--- src/rtl/itmr_pkg.sv ---
package itmr_pkg;
  localparam int RATE_W_DEF  = 4;
  localparam int EXP_MIN_DEF = 7;
  localparam int EXP_MAX_DEF = 17;

  typedef enum logic {
    TMR_IDLE = 1'b0,
    TMR_RUN  = 1'b1
  } tmr_state_e;
endpackage

--- src/rtl/itmr_rate_decode.sv ---
module itmr_rate_decode
  import itmr_pkg::*;
#(
  parameter int RATE_W  = RATE_W_DEF,
  parameter int EXP_MIN = EXP_MIN_DEF,
  parameter int EXP_MAX = EXP_MAX_DEF,
  localparam int CNT_W  = EXP_MAX
) (
  input  logic [RATE_W-1:0] rate_i,
  output logic              legal_o,
  output logic [CNT_W-1:0]  last_o
);
  localparam int MAX_CODE = EXP_MAX - EXP_MIN;

  assign legal_o = (rate_i <= RATE_W'(MAX_CODE));

  // terminal count = 2^(EXP_MIN+code) - 1 : bit i set when i < EXP_MIN+code
  for (genvar i = 0; i < CNT_W; i++) begin : g_last
    if (i < EXP_MIN) begin : g_low
      assign last_o[i] = legal_o;
    end else begin : g_high
      assign last_o[i] = legal_o && (rate_i > RATE_W'(i - EXP_MIN));
    end
  end
endmodule

--- src/rtl/itmr_counter.sv ---
module itmr_counter #(
  parameter int CNT_W = 17
) (
  input  logic             clk,
  input  logic             rst_n,
  input  logic             clear_i,
  input  logic             adv_i,
  input  logic [CNT_W-1:0] limit_i,
  output logic             at_last_o,
  output logic [CNT_W-1:0] cnt_o
);
  assign at_last_o = (cnt_o == limit_i);

  always_ff @(posedge clk or negedge rst_n) begin
    if (!rst_n) begin
      cnt_o <= '0;
    end else if (clear_i) begin
      cnt_o <= '0;
    end else if (adv_i) begin
      cnt_o <= at_last_o ? '0 : cnt_o + 1'b1;
    end
  end

  // count never passes the latched terminal value
  p_cnt_in_range_r2: assert property (@(posedge clk) disable iff (!rst_n)
    cnt_o <= limit_i);

  // without advance or clear the count holds
  p_cnt_holds_r4: assert property (@(posedge clk) disable iff (!rst_n)
    (!clear_i && !adv_i) |=> $stable(cnt_o));
endmodule

--- src/rtl/itmr_ctrl.sv ---
module itmr_ctrl
  import itmr_pkg::*;
#(
  parameter int CNT_W = 17
) (
  input  logic             clk,
  input  logic             rst_n,
  input  logic             scan_en_i,
  input  logic             hold_i,
  input  logic             tick_i,
  input  logic             legal_i,
  input  logic [CNT_W-1:0] last_i,
  input  logic             at_last_i,
  output logic             cnt_clear_o,
  output logic             cnt_adv_o,
  output logic [CNT_W-1:0] limit_o,
  output logic             running_o,
  output logic             trig_o
);
  tmr_state_e state_q;
  logic       go;
  logic       expire;

  assign go          = scan_en_i && !hold_i;
  assign running_o   = (state_q == TMR_RUN);
  assign cnt_clear_o = !running_o || !go;
  assign cnt_adv_o   = running_o && go && tick_i;
  assign expire      = cnt_adv_o && at_last_i;

  always_ff @(posedge clk or negedge rst_n) begin
    if (!rst_n) begin
      state_q <= TMR_IDLE;
      limit_o <= '0;
      trig_o  <= 1'b0;
    end else begin
      trig_o <= expire;
      if (!go) begin
        state_q <= TMR_IDLE;
      end else if (!running_o) begin
        if (legal_i) begin
          state_q <= TMR_RUN;
          limit_o <= last_i;
        end
      end else if (expire) begin
        limit_o <= last_i;
        state_q <= legal_i ? TMR_RUN : TMR_IDLE;
      end
    end
  end

  // trigger is a single-cycle pulse
  p_trig_single_r5: assert property (@(posedge clk) disable iff (!rst_n)
    trig_o |=> !trig_o);

  // a trigger needs a counted tick on the previous edge
  p_trig_needs_tick_r4: assert property (@(posedge clk) disable iff (!rst_n)
    trig_o |-> $past(tick_i));

  // hold-reset suppresses the trigger and idles the timer
  p_hold_blocks_r7: assert property (@(posedge clk) disable iff (!rst_n)
    hold_i |=> (!trig_o && !running_o));

  // an illegal code never starts an idle timer
  p_no_bad_start_r8: assert property (@(posedge clk) disable iff (!rst_n)
    (!running_o && !legal_i) |=> !running_o);

  // latched limit only moves at start or reload
  p_limit_stable_r9: assert property (@(posedge clk) disable iff (!rst_n)
    (running_o && go && !expire) |=> $stable(limit_o));

  // dropping the enable stops the timer
  p_enable_stop_r6: assert property (@(posedge clk) disable iff (!rst_n)
    !scan_en_i |=> !running_o);
endmodule

--- src/rtl/pow2_interval_timer.sv ---
module pow2_interval_timer
  import itmr_pkg::*;
#(
  parameter int RATE_W  = RATE_W_DEF,
  parameter int EXP_MIN = EXP_MIN_DEF,
  parameter int EXP_MAX = EXP_MAX_DEF
) (
  input  logic              clk,
  input  logic              rst_n,
  input  logic              tick_en,
  input  logic [RATE_W-1:0] rate_sel,
  input  logic              scan_en,
  input  logic              hold_rst,
  output logic              trig_o
);
  localparam int CNT_W = EXP_MAX;

  logic             legal;
  logic [CNT_W-1:0] last_dec;
  logic [CNT_W-1:0] limit_q;
  logic [CNT_W-1:0] cnt;
  logic             at_last;
  logic             cnt_clear;
  logic             cnt_adv;
  logic             running;

  itmr_rate_decode #(
    .RATE_W (RATE_W),
    .EXP_MIN(EXP_MIN),
    .EXP_MAX(EXP_MAX)
  ) u_dec (
    .rate_i (rate_sel),
    .legal_o(legal),
    .last_o (last_dec)
  );

  itmr_ctrl #(.CNT_W(CNT_W)) u_ctrl (
    .clk        (clk),
    .rst_n      (rst_n),
    .scan_en_i  (scan_en),
    .hold_i     (hold_rst),
    .tick_i     (tick_en),
    .legal_i    (legal),
    .last_i     (last_dec),
    .at_last_i  (at_last),
    .cnt_clear_o(cnt_clear),
    .cnt_adv_o  (cnt_adv),
    .limit_o    (limit_q),
    .running_o  (running),
    .trig_o     (trig_o)
  );

  itmr_counter #(.CNT_W(CNT_W)) u_cnt (
    .clk      (clk),
    .rst_n    (rst_n),
    .clear_i  (cnt_clear),
    .adv_i    (cnt_adv),
    .limit_i  (limit_q),
    .at_last_o(at_last),
    .cnt_o    (cnt)
  );

  // a legal code decodes to a power of two minus one
  p_limit_pow2_r2: assert property (@(posedge clk) disable iff (!rst_n)
    legal |-> $onehot({1'b0, last_dec} + 1'b1));

  // an idle timer keeps its counter at zero
  p_idle_zero_r1: assert property (@(posedge clk) disable iff (!rst_n)
    !running |-> (cnt == '0));
endmodule

--- config.mk ---
export PLATFORM = sky130hd
export DESIGN_NAME = pow2_interval_timer
export DESIGN_NICKNAME = d
export VERILOG_FILES = /design/src/rtl/itmr_pkg.sv /design/src/rtl/itmr_rate_decode.sv /design/src/rtl/itmr_counter.sv /design/src/rtl/itmr_ctrl.sv /design/src/rtl/pow2_interval_timer.sv
export SDC_FILE = /design/constraint.sdc
export NUM_CORES = 1
export LEC_CHECK = 0
export ABC_AREA = 1
export CAP_MARGIN = 15
export CORE_UTILIZATION = 50
export CTS_CLUSTER_SIZE = 12
export DETAILED_ROUTE_END_ITERATION = 10
export GPL_ROUTABILITY_DRIVEN = 1
export PLACE_DENSITY = 0.68
export SYNTH_ARGS = -nofsm -noshare
export SYNTH_HDL_FRONTEND = slang
export SYNTH_HIERARCHICAL = 1
export SYNTH_SLANG_ARGS = --single-unit
--- constraint.sdc ---
create_clock -name clk -period 2 [get_ports clk]
set_input_delay 0.4 -clock clk [delete_from_list [all_inputs] [get_ports clk]]
set_output_delay 0.4 -clock clk [all_outputs]
set_load 0.02 [all_outputs]
# --- Yosys cells after proc, flatten, opt, wreduce, memory -nomap -nowiden ---
# Index checks and enable logic that the tools add are counted.
op_classes:
  mux: 10
  addsub: 1
  n_reduce_logical: 21
  eq_ne: 2
  order_cmp: 11
op_table:
  columns: ["cell", "n"]
  rows:
  - ["17-bit 2-to-1 mux", 6]
  - ["17-bit by 1-bit adder with 17-bit output, second input constant", 1]
  - ["17-bit equality test", 1]
  - ["4-bit by 3-bit > comparator with 1-bit output, second input constant", 4]
  - ["1-bit logical AND", 14]
  - ["4-bit by 1-bit > comparator with 1-bit output, second input constant", 2]
  - ["4-bit by 2-bit > comparator with 1-bit output, second input constant", 2]
  - ["4-bit > comparator, second input constant", 2]
  - ["4-bit less-or-equal comparator, second input constant", 1]
  - ["1-bit 2-to-1 mux", 4]
  - ["2-bit nonzero test", 2]
  - ["1-bit logical NOT", 3]
  - ["3-bit AND reduction", 1]
  - ["2-bit != test, second input constant", 1]
  - ["1-bit logical OR", 1]
word_totals:
  in_bits: 9
  word_cells: 49
  out_inout_bits: 1
  regBits: 36

# --- Longest topological paths before layout ---
depth:
  word_depth: 8
  ltp_mapped: 14
  depth_no_buf: 13

# --- By module ---
# Netlist, hierarchy kept.
modules_own_cells:
  columns: ["module", "seq_area_each_um2", "n_inst", "area_each_um2", "cells_per_inst"]
  rows:
  - ["itmr_counter", 425.4, 1, 1361.3, 199]
  - ["itmr_ctrl", 475.5, 1, 805.8, 87]
  - ["itmr_rate_decode", 0.0, 1, 168.9, 33]

# --- Least setup slack after synthesis ---
# No wires, ideal clock.
synth_timing:
  path_type: "reg2reg"
  startpoint: "reg u_cnt.cnt_o[5]"
  endpoint: "reg u_ctrl.limit_o[10]"
  t_required_ps: 1884
  path_stages_with_launch: 15
  period_less_slack_ps: 1741
  path_buffers: 1
  setup_slack_ps: 259
  arrival_ps: 1624
  cell_sequence: "dfrtp_1 inv_2 nand2_1 nand2_1 nor2_1 nand2_1 nor2_2 nand3_4 inv_2 nand4_2 nand2_2 nand2_4 buf_6 nand2_1 nand2_1"
synth_via:
  elab_chain_len: 4
synth_rtl:
  columns: ["item", "line", "rtl"]
  rows:
  - ["from (decl)", "itmr_counter.sv:10", "output logic [CNT_W-1:0] cnt_o"]
  - ["from (signal assigned)", "itmr_counter.sv:20", "cnt_o <= at_last_o ? '0 : cnt_o + 1'b1;"]
  - ["17-bit equality test", "itmr_counter.sv:12", "assign at_last_o = (cnt_o == limit_i);"]
  - ["net at_last", "pow2_interval_timer.sv:22", "logic at_last;"]
  - ["1-bit logical AND", "itmr_ctrl.sv:28", "assign expire = cnt_adv_o && at_last_i;"]
  - ["2-bit != test (no source line)", null, null]
  - ["3-bit AND reduction (no source line)", null, null]
  - ["to (signal assigned)", "itmr_ctrl.sv:42", "limit_o <= last_i;"]
  - ["to (signal assigned)", "itmr_ctrl.sv:45", "limit_o <= last_i;"]
  - ["to (decl)", "itmr_ctrl.sv:16", "output logic [CNT_W-1:0] limit_o,"]
# The timed path passes the listed nets, and every way through them passes these cells.
# A chain may end at the register's enable or synchronous reset.

# --- Worst setup path after layout ---
layout_timing:
  startpoint: "in scan_en"
  endpoint: "reg u_cnt.cnt_o[0]"
layout_via:
  elab_chain_len: 4
layout_rtl:
  columns: ["item", "line", "rtl"]
  rows:
  - ["from (decl)", "pow2_interval_timer.sv:12", "input logic scan_en,"]
  - ["1-bit logical AND (*)", "itmr_ctrl.sv:24", "assign go = scan_en_i && !hold_i;"]
  - ["1-bit logical NOT (*)", "itmr_ctrl.sv:26", "assign cnt_clear_o = !running_o || !go;"]
  - ["1-bit logical OR (*)", "itmr_ctrl.sv:26", null]
  - ["net cnt_clear", "pow2_interval_timer.sv:23", "logic cnt_clear;"]
  - ["17-bit 2-to-1 mux or 2-bit nonzero test (tied branches)", null, null]
# Mark *: on every way through the listed nets, which the timed path passes. The rest lies on a longest branch.

==> impl_metrics.toml <==
[place]
dp_worst_setup_slack_ns = -0.1024
post-dp-hpwl_um = 3548
place.detailed.instances = 384
gp_congestion = 0.8532
dpl_cell_area_um2 = 2515
placement.io_buffers = 9

[synth]
synth.distinct_cells = 30
synth_area_per_cell_um2 = 7.323
synth_edf_count = 0
ys_seq_elements = 36
async_flop_share_pct = 100.0
synth.area.top_cells = "sky130_fd_sc_hd__dfrtp_1 39%, sky130_fd_sc_hd__nand2_1 17%, sky130_fd_sc_hd__nand3_1 6.0%, sky130_fd_sc_hd__inv_1 4.8%, sky130_fd_sc_hd__nor2_1 4.2%"
synth_common_cells = "107 x sky130_fd_sc_hd__nand2_1, 36 x sky130_fd_sc_hd__dfrtp_1, 30 x sky130_fd_sc_hd__inv_1"
part_of_the_yosys_area_used_for_sequential_elements_pct = 38.56
post_synth_inst_count = 319
yosys_warnings = 6
postSynthNetCount = 329
post-synth-top-count-cell = "sky130_fd_sc_hd__nand2_1"
yosys.area.top_type_share_pct = 38.56
yosys.area.top_type = "sky130_fd_sc_hd__dfrtp_1"
synth-main-ff-cell = "sky130_fd_sc_hd__dfrtp_1"
post_synth_instance_area_um2 = 2336

[timing]
timing.clock.skew_ns = 0.01180
timing.final.ws_setup_ns = 0.1898
relSlewSlack_pct = 69.34
setup_viol_count_final = 0
final_min_period_over_clock_period_pct = 90.51
fmax_mhz = 552.4
timing.final.hold_violations = 0
unrepaired_setup_endpoints_after_global_routing = "false"
final_slew_viol_count = 0
timing_worst_slew_pin_value_ns = 0.4599
finalHoldWorstSlack_ns = 0.1415
setup_total_neg_slack_ns = 0
final_period_minus_worst_setup_slack_ns = 1.810

[finish]
finalNonFillerCells = 392
layout.nets = 349
final_cell_area_um2 = 2605
area_delta_synth_final_pct = 11.52
insertedDiodeCount = 0
drive_above_1_share_pct = 20.00

[setup_path]
reg2regPathDepth = 13
critPathMostFrequentCell = "sky130_fd_sc_hd__nor2_1"
critPathLaunch = "scan_en"
timing.critical_path.fanout_max = 10
regToRegStartpoint = "u_cnt/cnt_o[5]"
cp_num_cells = 10
crit_family = "simple AND/OR/NAND/NOR gates"
crit_path_end_kind = "flip-flop"
crit_path_max_cell_delay_ns = 0.47
path_class = "input port to flip-flop"
timing.critical_path.arrival_ns = 2.02
ff2ff_setup_slack_ns = 0.22
worstPathBufferInverterCount = 3
critPathRequiredTime_ns = 2.21
worst_r2r_endpoint = "u_ctrl/limit_o[16]"
path_cells = "clkdlybuf4s50_1 > inv_2 > nor2_4 > nand2_1 > nor2_1 > nor2_1 > buf_4 > nor2_1 > nand2_2 > a21oi_1"
crit_path_top_delay_cell = "sky130_fd_sc_hd__clkdlybuf4s50_1"
setup.worst_path.start_class = "input port"
crit_path_capture = "u_cnt/cnt_o[0]"

[route]
totalWireLength_um = 4709
route.detailed.wl_per_inst_um = 12.01
via_density_per_instance = 4.995
vias = 1958
drcViolationCount = 0
antenna_violating_nets_post_route = 0
first_pass_iters = 4
drt_iter0_markers = 121

[min_path]
holdCritPathClass = "input port to asynchronous set/reset pin"

[status]
status = "complete, no violations"

[clock_tree]
clock_slew_at_reported_path_ffs_ns = 0.08
cts-hold-fix-buffers = 0
clock_path_buffers = 2
cts.sink_count = 36
clock_tree_from_tritoncts = "built"
htreeDepth = 2
post_cts.resized_instances = 0
cts_root_buffer = "sky130_fd_sc_hd__clkbuf_8"
cts_made_buffers = 5
postCtsSetupRepairBufs = 0
insertion_delay_ns = 0.28

[global_routing]
grt_use_total_pct = 21.54
grt_max_degree = 37
first_global_vias = 1879
grt_pass1_wl_um = 8507
grt_antenna_before_repair = 0
grt_overflow = 0

[power_and_ir_drop]
leak_pwr_uw = 0.001267
power.density_nw_per_um2 = 655.4
worst_ir_drop_on_vdd_mv = 0.3737

[floorplanning]
core_area_um2 = 4414
top_level_ports = 10
dieHeight_um = 70.35
die-area_um2 = 4949
die_width_um = 70.35
initial_utilization_pct = 52.92
core.rowCount = 24

[job]
max-cap-violations = 0
## flip-flops by register name (all words and copies together), names as in the netlist
| register | cells |
|---|---|
| u_cnt/cnt_o | 17 |
| u_ctrl/limit_o | 17 |
| u_ctrl/running_o | 1 |
| u_ctrl/trig_o | 1 |
## routing by layer
metal | global-route usage [%] | part of all wire [%]
met2 | 34.71 | 47
met1 | 29.22 | 47
met5 | 0 | 0
met4 | 6.000 | 1.1
met3 | 4.473 | 4.6
## kinds of logic after synthesis
family	count (synthesis)	synth area share (%)
simple gates	190	37.60
fa+ha+maj	1	0.5355
xor+xnor	17	6.374
compound gates	22	6.427
flops	36	38.56
buf+inv	53	10.50
## worst reg2reg max path, cell delays in order, from the launching register on
cell,delay [ns]
sky130_fd_sc_hd__dfrtp_1,0.44
sky130_fd_sc_hd__inv_2,0.10
sky130_fd_sc_hd__nand2_1,0.07
sky130_fd_sc_hd__nand2_1,0.05
sky130_fd_sc_hd__nor2_1,0.10
sky130_fd_sc_hd__nand2_1,0.08
sky130_fd_sc_hd__nor2_2,0.12
sky130_fd_sc_hd__nand3_4,0.09
sky130_fd_sc_hd__inv_2,0.07
sky130_fd_sc_hd__nand4_2,0.12
sky130_fd_sc_hd__nand2_2,0.12
sky130_fd_sc_hd__buf_4,0.18
sky130_fd_sc_hd__nand3_1,0.10
sky130_fd_sc_hd__nand2_1,0.08
## where the power goes
part,total (uW),internal [uW],switching [uW]
logic,310,131,178
registers,860,800,60.8
clock network,537,281,256
total,1710,1210,495
## worst min path at each step
stage / from / to / slack, ns / cells past startpoint
6_report: rst_n / u_cnt/cnt_o[12] / 0.14 / 2
5_1_grt: rst_n / u_cnt/cnt_o[12] / 0.20 / 2
4_1_cts: rst_n / u_cnt/cnt_o[12] / 0.16 / 2
3_5_place_dp: rst_n / u_cnt/cnt_o[12] / 0.47 / 2
3_3_place_gp: rst_n / u_cnt/cnt_o[9] / 0.47 / 2
2_1_floorplan: rst_n / u_cnt/cnt_o[0] / 0.10 / 0
## per-stage QoR
| stage | utilization [%] | total power, uW |
|---|---|---|
| after floorplan | - | 1102 |
| after global placement | 56.97 | 1181 |
| after detailed placement | 56.97 | 1191 |
| after CTS | 59.01 | 1725 |
| after global routing | 59.01 | 1815 |
| final | 59.01 | 1707 |
## area by class of cell
type | count | area, um^2
repair buffers | 25 | 205.2
flip-flops and latches | 36 | 900.9
multi-input cells | 230 | 1190
clock buffers | 8 | 90.09
well taps | 52 | 65.06
inverters | 41 | 153.9
fillers | 419 | 1809
## layout by cell type (no fill, tap or decap), types with 8 or more instances in the layout
cell,instances
sky130_fd_sc_hd__nand3_1,28
sky130_fd_sc_hd__nand2_2,8
sky130_fd_sc_hd__nor2_1,26
sky130_fd_sc_hd__dfrtp_1,36
sky130_fd_sc_hd__inv_2,11
sky130_fd_sc_hd__nand2_1,107
sky130_fd_sc_hd__a21oi_2,10
sky130_fd_sc_hd__xor2_1,9
sky130_fd_sc_hd__clkdlybuf4s50_1,8
sky130_fd_sc_hd__buf_4,16
sky130_fd_sc_hd__inv_1,30
sky130_fd_sc_hd__xnor2_1,8
No activity file was read; power rests on OpenSTA's default activity.
